$ cat src/rtl/adec_pkg.sv
package adec_pkg;
  localparam int unsigned ADDR_W = 16;

  localparam logic [ADDR_W-1:0] VID_BASE  = 16'h2000;
  localparam logic [ADDR_W-1:0] IO_BASE   = 16'h4000;
  localparam logic [ADDR_W-1:0] HOLE_BASE = 16'h4020;
  localparam logic [ADDR_W-1:0] CART_BASE = 16'h6000;

  localparam logic [4:0] IO_APU_LAST = 5'h13;
  localparam logic [4:0] IO_DMA      = 5'h14;
  localparam logic [4:0] IO_STATUS   = 5'h15;
  localparam logic [4:0] IO_PAD1     = 5'h16;
  localparam logic [4:0] IO_FRAME    = 5'h17;

  localparam logic [2:0] VREG_CTRL   = 3'd0;
  localparam logic [2:0] VREG_STATUS = 3'd2;
  localparam logic [2:0] VREG_SPRITE = 3'd4;
  localparam logic [2:0] VREG_DATA   = 3'd7;

  localparam int unsigned NSRC = 6;

  typedef enum logic [2:0] {
    RG_RAM, RG_VID, RG_IO, RG_HOLE, RG_CART
  } region_e;
endpackage

$ cat src/rtl/adec_region.sv
module adec_region
  import adec_pkg::*;
(
  input  logic [ADDR_W-1:0] addr,
  output region_e           region
);
  always_comb begin
    if (addr < VID_BASE)       region = RG_RAM;
    else if (addr < IO_BASE)   region = RG_VID;
    else if (addr < HOLE_BASE) region = RG_IO;
    else if (addr < CART_BASE) region = RG_HOLE;
    else                       region = RG_CART;
  end
endmodule

$ cat src/rtl/adec_select.sv
module adec_select
  import adec_pkg::*;
#(
  parameter int unsigned NPAD = 2
) (
  input  region_e         region,
  input  logic [4:0]      low_addr,
  input  logic            rd,
  input  logic            wr,
  input  logic [NPAD-1:0] pad_present,
  output logic            ram_cs,
  output logic            vid_cs,
  output logic            apu_cs,
  output logic            cart_cs,
  output logic            dma_start,
  output logic            pad_wr,
  output logic [NPAD-1:0] pad_rd,
  output logic            status_rd,
  output logic            ctrl_wr,
  output logic [NSRC-1:0] src_hit
);
  logic       access;
  logic       in_io;
  logic       in_vid;
  logic [2:0] vreg;
  logic       vid_has_data;
  logic       apu_wr_ok;

  assign access = rd | wr;
  assign in_io  = (region == RG_IO);
  assign in_vid = (region == RG_VID);
  assign vreg   = low_addr[2:0];

  assign vid_has_data = (vreg == VREG_STATUS) || (vreg == VREG_SPRITE) ||
                        (vreg == VREG_DATA);
  assign apu_wr_ok    = (low_addr <= IO_APU_LAST) || (low_addr == IO_STATUS) ||
                        (low_addr == IO_FRAME);

  assign ram_cs    = (region == RG_RAM) && access;
  assign vid_cs    = in_vid && (rd || (wr && (vreg != VREG_STATUS)));
  assign apu_cs    = in_io && ((rd && (low_addr == IO_STATUS)) || (wr && apu_wr_ok));
  assign cart_cs   = (region == RG_CART) && access;
  assign dma_start = in_io && wr && (low_addr == IO_DMA);
  assign pad_wr    = in_io && wr && (low_addr == IO_PAD1);
  assign status_rd = in_vid && rd && (vreg == VREG_STATUS);
  assign ctrl_wr   = in_vid && wr && (vreg == VREG_CTRL);

  for (genvar p = 0; p < NPAD; p++) begin : g_pad
    assign pad_rd[p] = in_io && rd && pad_present[p] &&
                       (low_addr == IO_PAD1 + 5'(p));
  end

  assign src_hit[0] = ram_cs && rd;
  assign src_hit[1] = in_vid && rd && vid_has_data;
  assign src_hit[2] = apu_cs && rd;
  assign src_hit[3] = pad_rd[0];
  assign src_hit[4] = pad_rd[1];
  assign src_hit[5] = cart_cs && rd;
endmodule

$ cat src/rtl/adec_rdmux.sv
module adec_rdmux #(
  parameter int unsigned N = 6,
  parameter int unsigned W = 8
) (
  input  logic              clk,
  input  logic              rst_n,
  input  logic [N-1:0]      hit,
  input  logic [N-1:0][W-1:0] src,
  output logic [W-1:0]      rdata
);
  logic [N:0][W-1:0] chain;

  assign chain[0] = '0;
  for (genvar i = 0; i < N; i++) begin : g_src
    assign chain[i+1] = chain[i] | ({W{hit[i]}} & src[i]);
  end
  assign rdata = chain[N];

  // no two sources ever drive the bus together
  p_single_source_r12: assert property (@(posedge clk) disable iff (!rst_n)
    $onehot0(hit));
endmodule

$ cat src/rtl/adec_nmi_fx.sv
module adec_nmi_fx #(
  parameter int unsigned DOT_W = 9
) (
  input  logic             clk,
  input  logic             rst_n,
  input  logic             status_rd,
  input  logic             ctrl_wr,
  input  logic             en_bit,
  input  logic [DOT_W-1:0] dot,
  input  logic             vblank,
  input  logic             late,
  output logic             suppress,
  output logic             delayed
);
  localparam logic [DOT_W-1:0] RACE_LO = DOT_W'(2);
  localparam logic [DOT_W-1:0] RACE_HI = DOT_W'(3);

  logic en_q, en_d;
  logic sup_q, sup_d;
  logic dly_q, dly_d;
  logic in_race;

  assign in_race = (dot == RACE_LO) || (dot == RACE_HI);

  always_comb begin
    en_d  = en_bit;
    sup_d = (status_rd && in_race) || (ctrl_wr && !en_bit && late);
    dly_d = ctrl_wr && en_bit && !en_q && vblank;
  end

  always_ff @(posedge clk or negedge rst_n) begin
    if (!rst_n) begin
      en_q  <= 1'b0;
      sup_q <= 1'b0;
      dly_q <= 1'b0;
    end else begin
      if (ctrl_wr) en_q <= en_d;
      sup_q <= sup_d;
      dly_q <= dly_d;
    end
  end

  assign suppress = sup_q;
  assign delayed  = dly_q;

  // a cancel pulse follows a status read or a control write
  p_sup_cause_r4: assert property (@(posedge clk) disable iff (!rst_n)
    sup_q |-> $past(status_rd || ctrl_wr));
  // a delayed request needs vertical blank in the cycle it was raised
  p_dly_vblank_r11: assert property (@(posedge clk) disable iff (!rst_n)
    dly_q |-> $past(vblank && ctrl_wr));
  // no request while the enable was already on
  p_dly_edge_r11: assert property (@(posedge clk) disable iff (!rst_n)
    (ctrl_wr && en_q) |=> !dly_q);
endmodule

$ cat src/rtl/addr_decoder.sv
module addr_decoder
  import adec_pkg::*;
#(
  parameter int unsigned DATA_W = 8,
  parameter int unsigned RAM_AW = 11,
  parameter int unsigned DOT_W  = 9
) (
  input  logic              clk,
  input  logic              rst_n,
  input  logic [ADDR_W-1:0] bus_addr,
  input  logic [DATA_W-1:0] bus_wdata,
  input  logic              bus_rd,
  input  logic              bus_wr,
  output logic [DATA_W-1:0] bus_rdata,
  output logic [DATA_W-1:0] fwd_wdata,
  output logic              fwd_wr,
  output logic              ram_cs,
  output logic [RAM_AW-1:0] ram_addr,
  input  logic [DATA_W-1:0] ram_rdata,
  output logic              vid_cs,
  output logic [2:0]        vid_reg,
  input  logic [DATA_W-1:0] vid_rdata,
  input  logic [DOT_W-1:0]  vid_dot,
  input  logic              vid_vblank,
  input  logic              late_flag,
  output logic              apu_cs,
  output logic [4:0]        apu_reg,
  input  logic [DATA_W-1:0] apu_status,
  output logic              dma_start,
  output logic              pad_wr,
  output logic [1:0]        pad_rd,
  input  logic [1:0]        pad_present,
  input  logic [DATA_W-1:0] pad1_rdata,
  input  logic [DATA_W-1:0] pad2_rdata,
  output logic              cart_cs,
  input  logic [DATA_W-1:0] cart_rdata,
  output logic              nmi_suppress,
  output logic              nmi_delayed
);
  localparam int unsigned EN_BIT = DATA_W - 1;

  logic [1:0]           rst_pipe;
  logic                 rst_sync_n;
  region_e              region;
  logic                 status_rd;
  logic                 ctrl_wr;
  logic [NSRC-1:0]      src_hit;
  logic [NSRC-1:0][DATA_W-1:0] src_data;

  always_ff @(posedge clk or negedge rst_n) begin
    if (!rst_n) rst_pipe <= '0;
    else        rst_pipe <= {rst_pipe[0], 1'b1};
  end
  assign rst_sync_n = rst_pipe[1];

  assign fwd_wdata = bus_wdata;
  assign fwd_wr    = bus_wr;
  assign ram_addr  = bus_addr[RAM_AW-1:0];
  assign vid_reg   = bus_addr[2:0];
  assign apu_reg   = bus_addr[4:0];

  adec_region u_region (
    .addr   (bus_addr),
    .region (region)
  );

  adec_select #(.NPAD(2)) u_sel (
    .region      (region),
    .low_addr    (bus_addr[4:0]),
    .rd          (bus_rd),
    .wr          (bus_wr),
    .pad_present (pad_present),
    .ram_cs      (ram_cs),
    .vid_cs      (vid_cs),
    .apu_cs      (apu_cs),
    .cart_cs     (cart_cs),
    .dma_start   (dma_start),
    .pad_wr      (pad_wr),
    .pad_rd      (pad_rd),
    .status_rd   (status_rd),
    .ctrl_wr     (ctrl_wr),
    .src_hit     (src_hit)
  );

  assign src_data = {cart_rdata, pad2_rdata, pad1_rdata, apu_status, vid_rdata, ram_rdata};

  adec_rdmux #(.N(NSRC), .W(DATA_W)) u_mux (
    .clk   (clk),
    .rst_n (rst_sync_n),
    .hit   (src_hit),
    .src   (src_data),
    .rdata (bus_rdata)
  );

  adec_nmi_fx #(.DOT_W(DOT_W)) u_fx (
    .clk       (clk),
    .rst_n     (rst_sync_n),
    .status_rd (status_rd),
    .ctrl_wr   (ctrl_wr),
    .en_bit    (bus_wdata[EN_BIT]),
    .dot       (vid_dot),
    .vblank    (vid_vblank),
    .late      (late_flag),
    .suppress  (nmi_suppress),
    .delayed   (nmi_delayed)
  );

  // the hole always reads as zero
  p_hole_zero_r8: assert property (@(posedge clk) disable iff (!rst_sync_n)
    (bus_rd && bus_addr >= HOLE_BASE && bus_addr < CART_BASE) |-> (bus_rdata == '0));
  // nothing reaches the bus without a read strobe
  p_idle_zero_r12: assert property (@(posedge clk) disable iff (!rst_sync_n)
    !bus_rd |-> (bus_rdata == '0));
  // at most one target is selected at a time
  p_one_target_r7: assert property (@(posedge clk) disable iff (!rst_sync_n)
    $onehot0({ram_cs, vid_cs, apu_cs, cart_cs, dma_start, pad_wr, pad_rd}));
  // no select without a strobe
  p_no_strobe_r12: assert property (@(posedge clk) disable iff (!rst_sync_n)
    !(bus_rd || bus_wr) |-> !(ram_cs || vid_cs || apu_cs || cart_cs || pad_wr || dma_start));
endmodule

$ cat config.mk
export PLATFORM = sky130hd
export DESIGN_NAME = addr_decoder
export DESIGN_NICKNAME = d
export VERILOG_FILES = /design/src/rtl/adec_pkg.sv /design/src/rtl/adec_region.sv /design/src/rtl/adec_select.sv /design/src/rtl/adec_rdmux.sv /design/src/rtl/adec_nmi_fx.sv /design/src/rtl/addr_decoder.sv
export SDC_FILE = /design/constraint.sdc
export NUM_CORES = 1
export LEC_CHECK = 0
export BUFFER_PORTS_ARGS = -buffer_cell sky130_fd_sc_hd__buf_2
export CAP_MARGIN = 20
export CORE_ASPECT_RATIO = 1.1
export CORE_MARGIN = 2
export CORE_UTILIZATION = 35
export DETAILED_ROUTE_END_ITERATION = 8
export PLACE_DENSITY_LB_ADDON = 0.15
export SYNTH_ARGS = -nofsm -noshare
export SYNTH_HDL_FRONTEND = slang
export SYNTH_SLANG_ARGS = --single-unit
$ cat constraint.sdc
create_clock -name clk -period 2.7 [get_ports clk]
set_input_delay 0.135 -clock clk [delete_from_list [all_inputs] [get_ports clk]]
set_output_delay 0.135 -clock clk [all_outputs]
set_load 0.005 [all_outputs]
======== Word level (Yosys, flattened, before mapping) ========
Cells that the tools add are included.
word-level totals
  flip-flop bits (word level) ............. 5
  bits of input ports ..................... 89
  output and inout bits ................... 46
  logic and storage cells ................. 79
cells by class
  magnitude comparators ................... 5
  eq/ne operators ......................... 13
  muxes and demuxes ....................... 4
  bitwise logic cells ..................... 12
  reduce and logical (&&, ||, !) cells .... 41
operators with widths
  operator                                               number
  AND 8 bit                                              6
  < comparator 16 x 15 -> 1 bit, second input constant   3
  OR 8 bit                                               5
  logical AND 1 bit                                      29
  equality test 5 bit, second input constant             4
  equality test 9 x 2 -> 1 bit, second input constant    2
  < comparator 16 x 14 -> 1 bit, second input constant   1
  2-to-1 mux 3 bit                                       4
  equality test 3 bit, second input constant             3
  logical OR 1 bit                                       8
  equality test 3 x 2 -> 1 bit, second input constant    2
  zero test 3 bit                                        2
  <= comparator 5 bit, second input constant             1
  equality test 3 x 1 -> 1 bit, second input constant    1
  inequality test 3 x 2 -> 1 bit, second input constant  1
  zero test 1 bit                                        2
  OR 1 bit                                               1

======== Longest topological paths before layout ========
  depth in word-level cells ............... 14
  mapped depth ............................ 6

======== Hierarchy ========
A second synthesis with hierarchy kept.
unflattened totals
  cell total of the unflattened synthesis .. 128
  area total of the unflattened synthesis .. 1052.3 um^2
modules (own cells, without submodules)
  module        times used  cells an instance  area an instance (um^2)  seq. area each (um^2)
  adec_rdmux    1           38                 340.3                    0.0
  addr_decoder  1           31                 264.0                    50.0
  adec_select   1           40                 259.0                    0.0
  adec_nmi_fx   1           12                 138.9                    75.1
  adec_region   1           7                  50.0                     0.0

======== Least setup slack after synthesis ========
Ideal clock, no wire load.
  path kind ............................... input port to output port
  start ................................... in bus_addr[9]
  end ..................................... out bus_rdata[4]
  arrival time ............................ 1055 ps
  data required time ...................... 2565 ps
  slack ................................... 1510 ps
  cell stages on the path ................. 6
  path buffers ............................ 2
  cell sequence ........................... nor4b_2 -> and4_1 -> buf_6 -> buf_12 -> a32oi_1 -> nand4_1
between the ends
  longest elaborated chain between the ends .. 14
  elaborated cells on any way between the ends .. 36
  those cells by class .................... order compare: 4; eq/ne: 3; mux: 4; bitwise: 11; reduce/logical: 14
RTL lines
  element                                                          RTL line                              text
  start: declaration                                               addr_decoder.sv:10                    input logic [ADDR_W-1:0] bus_addr,
  < comparator 16 x 15 -> 1 bit                                    adec_region.sv:11                     else if (addr < CART_BASE) region = RG_HOLE;
  2-to-1 mux 3 bit                                                 adec_region.sv:11
  2-to-1 mux 3 bit                                                 adec_region.sv:10                     else if (addr < HOLE_BASE) region = RG_IO;
  2-to-1 mux 3 bit                                                 adec_region.sv:9                      else if (addr < IO_BASE) region = RG_VID;
  2-to-1 mux 3 bit *                                               adec_region.sv:8                      if (addr < VID_BASE) region = RG_RAM;
  equality test 3 x 1 -> 1 bit or zero test 3 bit (tied branches)  adec_select.sv:31, adec_select.sv:39
  logical AND 1 bit, on equally long branches                      adec_select.sv:54, adec_select.sv:39
  logical AND 1 bit, on equally long branches                      adec_select.sv:54, adec_select.sv:53
  AND 8 bit                                                        adec_rdmux.sv:15                      assign chain[i+1] = chain[i] | ({W{hit[i]}} & src[i]);
  OR 8 bit (4 in series)                                           adec_rdmux.sv:15
  OR 8 bit *                                                       adec_rdmux.sv:15
  end: declaration                                                 addr_decoder.sv:14                    output logic [DATA_W-1:0] bus_rdata,
Every way passes the cells marked *; elsewhere a longest branch is shown, timed or not.

======== Final worst setup path ========
  start ................................... in bus_addr[3]
  end ..................................... out bus_rdata[0]
between the ends
  longest elaborated chain between the ends .. 14
  elaborated cells on any way between the ends .. 45
  those cells by class .................... order compare: 5; eq/ne: 6; mux: 4; bitwise: 11; reduce/logical: 19
RTL lines
  element                                                          RTL line
  < comparator 16 x 15 -> 1 bit                                    adec_region.sv:11
  2-to-1 mux 3 bit                                                 adec_region.sv:11
  2-to-1 mux 3 bit                                                 adec_region.sv:10
  2-to-1 mux 3 bit                                                 adec_region.sv:9
  2-to-1 mux 3 bit                                                 adec_region.sv:8
  equality test 3 x 1 -> 1 bit or zero test 3 bit (tied branches)  adec_select.sv:31, adec_select.sv:39
  logical AND 1 bit, on equally long branches                      adec_select.sv:54, adec_select.sv:39
  logical AND 1 bit, on equally long branches                      adec_select.sv:54, adec_select.sv:53
  AND 8 bit                                                        adec_rdmux.sv:15
  OR 8 bit (4 in series)                                           adec_rdmux.sv:15
  OR 8 bit *                                                       adec_rdmux.sv:15
Marks and branches as above.

==> reports/results.ini <==
[timing]
final.setup.tns_ns = 0
rsz0062_at_grt = false
fin_crit_ns = 1.63
max_freq_ghz = 0.612
tightest_slew_ns = 0.666
fin_crit_sh = 0.605
report.final.slew_viol_count = 0
hold_ws_ns = 0.0412
finalHoldViolCount = 0
clock_skew_ns = 0.00553
slew_headroom = 0.543
setup-violations-final = 0

[floorplanning]
start_util = 0.374
rows = 20
die_y_um = 61.4
core_um2 = 2800
die_w_um = 56.2
io_pins = 135
die_area_um2 = 3450

[placed_design]
place_congestion = 0.775
dp.cells = 256
dp_hpwl_um = 3030
port_buffers = 119

[grt]
overflow = 0
grt_pass1_wl_um = 5510
antenna_found_initial = 0
first_global_vias = 1276
grt_start_max_net_pins = 26
grt_usage = 0.195

[synthesis]
ys.flop_type = dfrtp_1
syn-cell-area_um2 = 1050
yosysMostFrequentCell = buf_4
ys_seq_area_frac = 0.119
synthTopCellsByCount = 28 x buf_4, 18 x nand3_1, 9 x nand4_1, 9 x o211ai_1
syn_nets = 226
async_flop_share = 1.00
yosysTopAreaCell = buf_4
ys_warn_count = 0
syn_avg_cell_area_um2 = 7.64
synthTopCellsByArea = buf_4 20%, dfrtp_1 12%, nand3_1 8.6%
netlist_instances = 137
ys_types = 37
synth_edf_count = 0
yosys.area.top_type_share = 0.201
synth_seq_cells = 5

[cts]
ctsResizeCount = 0
cts_tree = yes
clk_path_buf_depth = 2
h-tree-depth = 1
hold_buffers = 1
post_cts_buffers = 0
clock_latency_ns = 0.24
root_buffer = clkbuf_4
clk_pin_slew_ns = 0.05
clock_sinks = 5
cts_made_buffers = 3

[pwr]
vdd_ir_drop_max_mv = 0.292
p_sw_uw = 107
power.total_uw = 322
switching_share = 0.331
p_clk_frac = 0.258
powerDensity_nw_per_um2 = 220
p_int_uw = 215
p_leak_uw = 0.000777
power_frac_seq = 0.251
pwr-share-comb = 0.491

[detailed_routing]
first_iter_violations = 75
antenna_left = 0
viasPerCell = 5.30
first_pass_iters = 4
drc = 0
wire_per_inst_um = 14.1
num_vias = 1382
wl_um = 3680

[worst_setup_path]
timing.critical_path.slowest_stage_cell = nor3_2
endpoint_kind = output port
r2r_cells = 1
worst-path-stages = 6
arrival_ns = 1.50
crit_type = input port to output port
path_cells = buf_2, nand3b_1, nor3_2, a32oi_1, nand4_1, buf_2
cp_top_family = simple AND/OR/NAND/NOR gates
start_kind = input port
cp_slowest_stage_delay_ns = 0.51
crit_top_cell = buf_2
crit_buf_inv = 2
worstPathRequired_ns = 2.57
critPathMaxFanout = 9

[cells_and_area]
diodes = 0
instances_no_fill = 261
layout.nets = 318
drive_gt1_frac = 0.579
area_growth_pct = 39.9
fillers = 331

[run_status]
status = finished clean

[min_path]
min_path_type = flip-flop to asynchronous set/reset pin

[flow_run]
max_cap_viol_count = 0

[cell families after synthesis]
group / share of synthesized area
XOR/XNOR: 0.00836
other: 0.00358
flip-flops: 0.119
AO/OA/AOI/OAI: 0.239
buffers and inverters: 0.266
AND/OR/NAND/NOR: 0.343
multiplexers: 0.0203
[area by class of cell]
type | count | area, µm² | share of cell area
Inverter | 4 | 15.0 | 0.0102
Sequential cell | 5 | 125 | 0.0854
Clock inverter | 1 | 5.00 | 0.00342
Tap cell | 33 | 41.3 | 0.0282
Clock buffer | 3 | 22.5 | 0.0154
Multi-Input combinational cell | 94 | 643 | 0.439
Timing Repair Buffer | 121 | 613 | 0.418
[final timing paths]
path,startpoint,slack (ns),endpoint
min in group clk,vid_vblank,0.11,u_fx.delayed
max reg2reg,u_fx.en_q,1.92,u_fx.en_q
max,bus_addr[3],1.07,bus_rdata[0]
min,rst_pipe[1],0.04,u_fx.delayed
min reg2reg,rst_pipe[1],0.04,u_fx.delayed
max in group asynchronous,rst_n,2.39,rst_pipe[1]
[power by group through the flow]
stage / combinational, µW / sequential [µW] / clock [µW]
floorplan: 84.2 / 81.4 / 0
finish: 158 / 80.7 / 83.1
global route: 175 / 81.2 / 94.7
CTS: 159 / 80.8 / 86.4
detailed placement: 157 / 82.0 / 0
global placement: 156 / 81.8 / 0
[state kept, by name, summed over array words and instances (netlist names)]
name / cells
rst_pipe: 2
u_fx.delayed: 1
u_fx.en_q: 1
u_fx.suppress: 1
[stage by stage]
step,area (µm²),util,setup WS (ns)
6_report,1470,0.523,1.07
5_1_grt,1470,0.523,0.942
4_1_cts,1470,0.523,1.10
3_5_place_dp,1430,0.509,1.10
3_3_place_gp,1430,0.509,1.09
2_1_floorplan,1050,-,1.51
[layout by cell type, fill, tap and decap left out]
master         count
and4_1             1
nor4_1             3
buf_2            119
nor3_1             3
nor3_2             3
and2_1             1
o22ai_2            1
a21o_1             1
xor2_1             1
dlygate4sd3_1      1
clkbuf_4           3
or3_1              1
nor4_2             1
o21ai_0            2
nand3b_1           1
nor4b_2            1
mux2_1             1
a22o_1             8
a21boi_0           1
and3_2             1
nand4_1            9
nand2_1            2
dfrtp_1            5
nor2_2             1
nor4b_1            1
nand2b_1           3
a32oi_1            8
buf_4              1
inv_1              4
a21oi_1            1
conb_1             1
nor2b_1            2
o211ai_1           9
clkinv_2           1
nand4b_1           1
nand3_1           18
nor2_1             6
mux2i_1            1
[metal layers]
layer | vias to the layer above | part of all wire | global-route usage
li1 | 684 | - | -
met2 | 75 | 0.49 | 0.368
met3 | 4 | 0.12 | 0.0504
met1 | 619 | 0.38 | 0.229
met4 | 0 | 0.0068 | 0.0340
met5 | - | 0 | 0
(Power assumes the default switching activity.)
